## config.mk

```make
export PLATFORM = sky130hd
export DESIGN_NAME = nsalu_core
export DESIGN_NICKNAME = d
export VERILOG_FILES = /design/src/rtl/nsalu_pkg.sv /design/src/rtl/nsalu_nibble_adder.sv /design/src/rtl/nsalu_logic.sv /design/src/rtl/nsalu_shift.sv /design/src/rtl/nsalu_core.sv
export SDC_FILE = /design/constraint.sdc
export NUM_CORES = 1
export LEC_CHECK = 0
export BUFFER_PORTS_ARGS = -buffer_cell sky130_fd_sc_hd__buf_2
export CORE_MARGIN = 2
export CORE_UTILIZATION = 54
export DETAILED_ROUTE_END_ITERATION = 8
export PLACE_DENSITY_LB_ADDON = 0.08
export REMOVE_ABC_BUFFERS = 1
export SYNTH_ARGS = -nofsm -noshare
export SYNTH_HDL_FRONTEND = slang
export SYNTH_SLANG_ARGS = --single-unit
```

## constraint.sdc

```tcl
create_clock -name clk -period 2.1 [get_ports clk]
set_clock_uncertainty 0.1 [all_clocks]
set_input_delay 0.21 -clock clk [delete_from_list [all_inputs] [get_ports clk]]
set_output_delay 0.21 -clock clk [all_outputs]
set_load 0.05 [all_outputs]
```

## src/rtl/nsalu_pkg.sv

```systemverilog
package nsalu_pkg;
  typedef enum logic [3:0] {
    OP_ADD_LO = 4'd0,
    OP_ADD_HI = 4'd1,
    OP_AND    = 4'd2,
    OP_OR     = 4'd3,
    OP_XOR    = 4'd4,
    OP_NOT    = 4'd5,
    OP_CY_CLR = 4'd6,
    OP_CY_SET = 4'd7,
    OP_SHL    = 4'd8,
    OP_SHR    = 4'd9
  } alu_op_e;
endpackage

```

## src/rtl/nsalu_nibble_adder.sv

```systemverilog
module nsalu_nibble_adder #(
  parameter int W = 4
) (
  input  logic [W-1:0] x,
  input  logic [W-1:0] y,
  input  logic         cin,
  output logic [W-1:0] sum,
  output logic         cout
);
  function automatic logic [W:0] lane_add(input logic [W-1:0] p, input logic [W-1:0] q,
                                          input logic ci);
    return {1'b0, p} + {1'b0, q} + {{W{1'b0}}, ci};
  endfunction

  logic [W:0] full;
  assign full = lane_add(x, y, cin);
  assign sum  = full[W-1:0];
  assign cout = full[W];
endmodule

```

## src/rtl/nsalu_logic.sv

```systemverilog
module nsalu_logic #(
  parameter int W = 8
) (
  input  logic [W-1:0] a,
  input  logic [W-1:0] b,
  input  logic [3:0]   op,
  output logic [W-1:0] res
);
  import nsalu_pkg::*;
  always_comb begin
    unique case (op)
      OP_AND:  res = a & b;
      OP_OR:   res = a | b;
      OP_XOR:  res = a ^ b;
      default: res = ~a;
    endcase
  end
endmodule

```

## src/rtl/nsalu_shift.sv

```systemverilog
module nsalu_shift #(
  parameter int W = 8
) (
  input  logic [W-1:0] a,
  input  logic         go_left,
  output logic [W-1:0] res,
  output logic         spill
);
  assign res   = go_left ? {a[W-2:0], 1'b0} : {1'b0, a[W-1:1]};
  assign spill = go_left ? a[W-1] : a[0];
endmodule

```

## src/rtl/nsalu_core.sv

```systemverilog
module nsalu_core #(
  parameter int DATA_W = 8
) (
  input  logic              clk,
  input  logic              rst_n,
  input  logic [3:0]        op_sel,
  input  logic              exec_en,
  input  logic [DATA_W-1:0] a_in,
  input  logic [DATA_W-1:0] b_in,
  output logic [DATA_W-1:0] c_out,
  output logic              carry_out,
  output logic              c_zero
);
  import nsalu_pkg::*;

  localparam int NIB_W = DATA_W / 2;
  localparam int LANES = 2;

  logic [DATA_W-1:0] c_q, c_d;
  logic              cy_q, cy_d;

  logic [LANES-1:0][NIB_W-1:0] lane_sum;
  logic [LANES-1:0]            lane_cout;

  genvar g;
  generate
    for (g = 0; g < LANES; g++) begin : g_lane
      nsalu_nibble_adder #(.W(NIB_W)) u_add (
        .x   (a_in[g*NIB_W +: NIB_W]),
        .y   (b_in[g*NIB_W +: NIB_W]),
        .cin (cy_q),
        .sum (lane_sum[g]),
        .cout(lane_cout[g])
      );
    end
  endgenerate

  logic [DATA_W-1:0] logic_res;
  nsalu_logic #(.W(DATA_W)) u_logic (
    .a  (a_in),
    .b  (b_in),
    .op (op_sel),
    .res(logic_res)
  );

  logic [DATA_W-1:0] shift_res;
  logic              shift_spill;
  nsalu_shift #(.W(DATA_W)) u_shift (
    .a      (a_in),
    .go_left(op_sel == OP_SHL),
    .res    (shift_res),
    .spill  (shift_spill)
  );

  // named events for the checks
  logic fire_lo, fire_hi, fire_logic, fire_shl, fire_shr, fire_clr, fire_set, fire_undef;
  assign fire_lo    = exec_en && (op_sel == OP_ADD_LO);
  assign fire_hi    = exec_en && (op_sel == OP_ADD_HI);
  assign fire_logic = exec_en && (op_sel inside {OP_AND, OP_OR, OP_XOR, OP_NOT});
  assign fire_shl   = exec_en && (op_sel == OP_SHL);
  assign fire_shr   = exec_en && (op_sel == OP_SHR);
  assign fire_clr   = exec_en && (op_sel == OP_CY_CLR);
  assign fire_set   = exec_en && (op_sel == OP_CY_SET);
  assign fire_undef = exec_en && (op_sel > OP_SHR);

  always_comb begin
    c_d  = c_q;
    cy_d = cy_q;
    unique case (op_sel)
      OP_ADD_LO: begin c_d[NIB_W-1:0] = lane_sum[0]; cy_d = lane_cout[0]; end
      OP_ADD_HI: begin c_d[DATA_W-1:NIB_W] = lane_sum[1]; cy_d = lane_cout[1]; end
      OP_AND, OP_OR, OP_XOR, OP_NOT: c_d = logic_res;
      OP_CY_CLR: cy_d = 1'b0;
      OP_CY_SET: cy_d = 1'b1;
      OP_SHL, OP_SHR: begin c_d = shift_res; cy_d = shift_spill; end
      default: ;
    endcase
  end

  always_ff @(posedge clk) begin
    if (!rst_n) begin
      c_q  <= '0;
      cy_q <= 1'b0;
    end else if (exec_en) begin
      c_q  <= c_d;
      cy_q <= cy_d;
    end
  end

  assign c_out     = c_q;
  assign carry_out = cy_q;
  assign c_zero    = (c_q == '0);


  lo_keeps_high_chk: assert property (@(posedge clk) disable iff (!rst_n)
    fire_lo |=> c_out[DATA_W-1:NIB_W] == $past(c_out[DATA_W-1:NIB_W]));

  hi_keeps_low_chk: assert property (@(posedge clk) disable iff (!rst_n)
    fire_hi |=> c_out[NIB_W-1:0] == $past(c_out[NIB_W-1:0]));

  logic_keeps_carry_chk: assert property (@(posedge clk) disable iff (!rst_n)
    fire_logic |=> carry_out == $past(carry_out));

  shl_carry_chk: assert property (@(posedge clk) disable iff (!rst_n)
    fire_shl |=> carry_out == $past(a_in[DATA_W-1]));

  shr_carry_chk: assert property (@(posedge clk) disable iff (!rst_n)
    fire_shr |=> carry_out == $past(a_in[0]));

  carry_set_chk: assert property (@(posedge clk) disable iff (!rst_n)
    fire_set |=> carry_out && $stable(c_out));

  carry_clr_chk: assert property (@(posedge clk) disable iff (!rst_n)
    fire_clr |=> !carry_out && $stable(c_out));

  idle_hold_chk: assert property (@(posedge clk) disable iff (!rst_n)
    !exec_en |=> $stable(c_out) && $stable(carry_out));

  undef_hold_chk: assert property (@(posedge clk) disable iff (!rst_n)
    fire_undef |=> $stable(c_out) && $stable(carry_out));
endmodule

```

==> results of run 1 <==
==> synthesized netlist by cell type (4+ instances only) <==
cell / count / area share, %
mux2i_1: 7 / 5.2
dfxtp_1: 9 / 13
nor3b_1: 4 / 2.2
fa_1: 4 / 5.9
buf_2: 5 / 1.8
ha_1: 16 / 15
nor2_1: 8 / 2.2
o21ai_0: 12 / 4.4
inv_1: 24 / 6.7
nand2b_1: 4 / 1.8
a21oi_1: 17 / 6.3
nand2_1: 18 / 5.0
o21ai_1: 4 / 1.5
==> metrics by stage <==
step | hold slack [ns] | setup TNS [ns] | std cells | worst slack (ns)
finish | 0.09874 | 0 | 244 | 0.07514
global route | 0.1198 | 0 | 244 | 0.005658
CTS | 0.1039 | 0 | 244 | 0.01121
floorplan | 0.2159 | -0.2017 | 173 | -0.1131
detailed placement | 0.3824 | -0.1847 | 240 | -0.1262
global placement | 0.3700 | 0 | 240 | 0.02443
==> cells in the final DEF, fill, tap and decap left out, types with 2 or more instances in the layout <==
cell / count
nand2b_1: 4
xnor2_1: 2
o32ai_1: 2
o21ai_0: 11
clkbuf_4: 3
dfxtp_1: 8
nor3b_1: 4
o22ai_1: 3
ha_1: 16
nand2_1: 18
o21a_1: 2
o211ai_1: 3
nand3_1: 3
a21o_1: 2
a21oi_1: 17
fa_1: 2
buf_4: 5
xor2_1: 2
a311oi_1: 2
or4_1: 3
fa_2: 2
a2111oi_2: 2
a221oi_1: 2
nor2_1: 8
a31oi_1: 2
buf_2: 32
mux2i_1: 7
inv_1: 24
o21ai_1: 5
==> worst min path at each step <==
stage,start,end,slack [ns],depth (start not counted)
after global routing,exec_en,c_out[7],0.12,2
after global placement,exec_en,c_out[7],0.37,2
after detailed placement,exec_en,c_out[7],0.38,2
after CTS,exec_en,c_out[7],0.10,2
final,exec_en,c_out[7],0.1,2
after floorplan,exec_en,c_out[7],0.22,1
==> what timing repair did <==
action,4_1_cts,5_1_grt
pin swaps,0,1
setup endpoints to repair,1,2
gates resized for setup,2,7
==> power by group through the flow <==
stage / combinational (W) / sequential, W / clock [W]
finish: 0.000371 / 0.000194 / 0.000149
global placement: 0.000345 / 0.000197 / 0
global route: 0.000408 / 0.000196 / 0.000147
detailed placement: 0.000356 / 0.000198 / 0
floorplan: 0.000184 / 0.000243 / 0
CTS: 0.000362 / 0.000194 / 0.000143
==> registers in the layout, summed over array words and instances, names as in the netlist <==
signal,cells
c_out,8
carry_out,1
==> worst reg2reg max path, cell delays in order (launching register included) <==
cell and delay, ns:
dfxtp_2 0.33, fa_1 0.40, fa_2 0.39, xor2_1 0.19, a2111oi_2 0.37, a21oi_1 0.11
==> layer usage <==
| metal | track usage [%] | up-vias | part of all wire [%] |
|---|---|---|---|
| met2 | 48.17 | 61 | 48 |
| li1 | - | 714 | - |
| met5 | 0 | - | 0 |
| met1 | 35.67 | 677 | 44 |
| met4 | 10.00 | 0 | 0.78 |
| met3 | 5.833 | 5 | 7.2 |
==> logic make-up (layout without fill, tap and decap cells) <==
family | count (synthesis) | in the layout | share of synthesized area [%]
simple gates | 45 | 45 | 16.74
mux | 7 | 7 | 5.181
compound gates | 62 | 62 | 30.71
fa+ha+maj | 20 | 20 | 20.72
flops | 9 | 9 | 13.32
buf+inv | 35 | 67 | 10.73
xor+xnor | 4 | 4 | 2.591
==> final cells by class <==
cell class                      instances  area (µm²)
Clock buffer                            4       26.28
Fill cell                             219       839.6
Inverter                               26       97.59
Multi-Input combinational cell        138        1052
Sequential cell                         9       181.4
Tap cell                               30       37.54
Timing Repair Buffer                   37       197.7
==> summary.txt, run 1 <==
status = completed
Critical Path Stages = 5
CP Capture Point = c_out[2]
row cnt = 18
Switch Pwr = 0.0003197 W
Slew @ Worst Pin = 0.5683 ns
nets@finish = 258
largest net degree at the start of global routing = 22
antenna violations before repair = 0
post-route cell area = 1593 µm²
final slew viol count = 0
ys async rst share = 0%
Die X = 54.05 µm
total grt overflow = 0
die area = 2921 µm²
Avg Inst Size Synth = 7.432 µm²
WP data required = 2.15 ns
GRT Resource Usage Total = 28.51%
Max Fclk = 0.4939 GHz
Power Total = 0.0007135 W
fraction of layout cells with a size suffix above 1 = 23.36%
Layout Utilization = 65.48%
CTS buffer count = 3
synth warn = 0
Clock Sink Count = 9
Setup CP Type = register to register
htree depth = 1
HP Class = primary input to register
critical path's top delay family = adder cells
cell area after synthesis = 1353 µm²
routed len/inst = 15.18 µm
clock-pin slew on the worst setup and hold paths = 0.08 ns
DRC viols = 0
Worst setup EP type = register
DIE HEIGHT = 54.05 µm
power share of the combinational group = 52.0%
Vias per Instance = 5.971
# hold bufs at CTS = 0
worst vdd ir = 0.0003046 V
worst flop-to-flop path startpoint = carry_out
clock share of power = 20.9%
setup slack, reg-to-reg = 0.08 ns
Pint = 0.0003938 W
CP max stage cell = fa_1
RSZ-0062 raised after global routing = false
Sw Share = 44.81%
Critical path origin = carry_out
area delta synth->final = 17.76%
setup repair bufs after CTS = 0
biggest cell delay along the critical path = 0.40 ns
CTS tree = built
R2R cell count = 5
Seq/Total Area, Yosys = 13.32%
core area = 2432 µm²
Worst Path Buf+Inv = 0
placer congestion estimate = 0.8816
vias in the first global route = 1358
Tmin final = 2.025 ns
Most used DFF post-synth = dfxtp_1
Routed Antenna Nets = 0
Final Cycle Share = 96.42%
power density over the cells = 448.0 nW/µm²
critical path, cell by cell = fa_1 -> fa_2 -> xor2_1 -> a2111oi_2 -> a21oi_1
max-cap violations = 0
final setup fails = 0
critical-path maximum fanout = 2
Seq pwr share = 27.1%
synth unique cells = 45
PortBufs = 32
post-synthesis instance total = 182
DP Area = 1540 µm²
max_slew headroom = 62.03%
DP Wirelength = 3032 µm
later-pin clock latency in the skew report = 0.28 ns
post-synthesis register bit count = 9
final hold violations = 0
Setup crit start kind = register
DR vias = 1457
Initial Util = 55.61%
first-pass GRT wire length = 6051 µm
Initial DRT Pass Iterations = 4
count of flip-flops with a built-in enable after synthesis = 0
Root Buffer = clkbuf_4
Clock Tree Buf Depth = 2
DRT iter0 DRCs = 30
Post-Route WL = 3705 µm
num ports = 33
leakage power = 0.7932 nW
Data arrival, critical path = 2.08 ns
worst r2r dst = c_out[2]
diode count = 0
Power figures use the tool's default switching activity.
==> run 2: changes to the inputs <==
Settings changed: CORE_UTILIZATION 54 to 40, HOLD_SLACK_MARGIN set to 0.15.
==> run 2 against run 1 <==
Against the previous run: critical path depth grew 4; clock-buffer cell count is the same; wire length grew 4.5%; clock power is essentially flat; combinational power is essentially flat; setup slack gained 0.038 ns; largest power group unchanged.
==> summary.txt, run 2 (synthesized netlist as in run 1, its figures left out) <==
DIE HEIGHT = 62.15 µm
most frequent cells in the layout = buf_2 (32), inv_1 (24), nand2_1 (18)
hold endpoint = c_out[5]
RSZ-0062 raised after global routing = false
PortBufs = 32
max-cap violations = 0
Final Cycle Share = 94.62%
setup ws final = 0.1130 ns
final slew viol count = 0
wire length on met1 = 1827 µm
WL met2 = 1708 µm
Tmin final = 1.987 ns
later-pin clock latency in the skew report = 0.27 ns
DRT iter0 DRCs = 91
area delta synth->final = 19.98%
DP Area = 1560 µm²
placer congestion estimate = 0.8748
total grt overflow = 0
Root Buffer = clkbuf_4
final hold violations = 0
DRC viols = 0
diode count = 0
antenna violations before repair = 0
DR vias = 1438
nets@finish = 260
Max Fclk = 0.5033 GHz
WL met3 = 284 µm
DP Wirelength = 3039 µm
first-pass GRT wire length = 6534 µm
Setup crit start kind = register
WP data required = 2.17 ns
CTS buffer count = 3
leakage power = 0.7967 nW
clock-pin slew on the worst setup and hold paths = 0.07 ns
routed len/inst = 14.77 µm
fraction of layout cells with a size suffix above 1 = 22.22%
Power Total = 0.0007143 W
placed cells = 256
Clock Sink Count = 9
die area = 3863 µm²
Highest Signal Layer = met4
setup repair bufs after CTS = 0
Routed Antenna Nets = 0
max reg flops = 8
core area = 3284 µm²
Post-Route WL = 3870 µm
Data arrival, critical path = 2.06 ns
num ports = 33
max_slew headroom = 56.40%
CTS tree = built
Setup CP Type = register to register
Initial DRT Pass Iterations = 4
Clock Tree Buf Depth = 2
commonest non-fill, non-tap cell in the layout = buf_2
worst vdd ir = 0.0001585 V
HP Class = primary input to register
Min-Delay Startpoint = a_in[5]
vias in the first global route = 1387
Initial Util = 41.18%
status = completed
Fillers = 342
row cnt = 21
worst flop-to-flop path startpoint = carry_out
largest net degree at the start of global routing = 16
Worst setup EP type = register
GRT Resource Usage Total = 20.77%
Slew @ Worst Pin = 0.6525 ns
setup slack, reg-to-reg = 0.11 ns
Hold Path Cell Cnt = 4
final setup fails = 0
dpl ws = -0.04385 ns
htree depth = 1
worst r2r dst = carry_out
post-route cell area = 1623 µm²
critical-path maximum fanout = 3
R2R cell count = 9
power density over the cells = 440.2 nW/µm²
Die X = 62.15 µm
Finished Layout Cells = 262
Vias per Instance = 5.489
[run 2: final cells by class]
cell class	count	area (µm²)	share of cell area (%)
flip-flops and latches	9	181.4	11.18
clock buffers	4	26.28	1.619
repair buffers	39	217.7	13.42
well taps	46	57.56	3.547
multi-input cells	138	1042	64.23
inverters	26	97.59	6.014
[run 2: how the worst max path moves through the flow]
stage / from / to / slack, ns / cells past startpoint
after global placement: a_in[0] / carry_out / -0.01 / 6
after global routing: carry_out / carry_out / 0.02 / 9
after CTS: carry_out / c_out[2] / 0.02 / 5
after floorplan: carry_out / c_out[2] / -0.11 / 5
final: carry_out / carry_out / 0.11 / 9
after detailed placement: a_in[0] / c_out[2] / -0.04 / 6
[run 2: repair_timing]
action	4_1_cts	5_1_grt
setup endpoints to repair	1	2
endpoints found under the hold margin	2	0
gates resized for setup	1	6
hold buffers	2	0
[run 2: where the power goes]
group	internal [W]	leakage, nW	switching (W)
Combinational	0.000136	0.707	0.000233
Sequential	0.000185	0.0745	0.0000101
Clock	0.0000737	0.0150	0.0000770
[run 2: stage by stage]
stage                     setup TNS, ns  util [%]  hold slack, ns
after detailed placement       -0.07731     47.50          0.3704
after global placement         -0.01078     47.50          0.3692
after global routing                  0     49.41          0.3289
final                                 0     49.41          0.3219
after floorplan                 -0.2017         -          0.2159
after CTS                             0     48.95          0.3065
[run 2: per-layer routing]
metal / vias up / track usage [%]
met5: - / 0
met4: 0 / 6.111
met3: 8 / 2.355
met2: 68 / 33.56
met1: 646 / 29.19
li1: 716 / -
[run 2: worst max-delay path, cell delays in order, from the launching register on]
cell and delay (ns):
dfxtp_2 0.36, buf_4 0.12, inv_1 0.04, fa_1 0.37, inv_1 0.08, fa_1 0.19
a21oi_1 0.07, o21ai_1 0.13, a21boi_1 0.08, o41ai_1 0.34
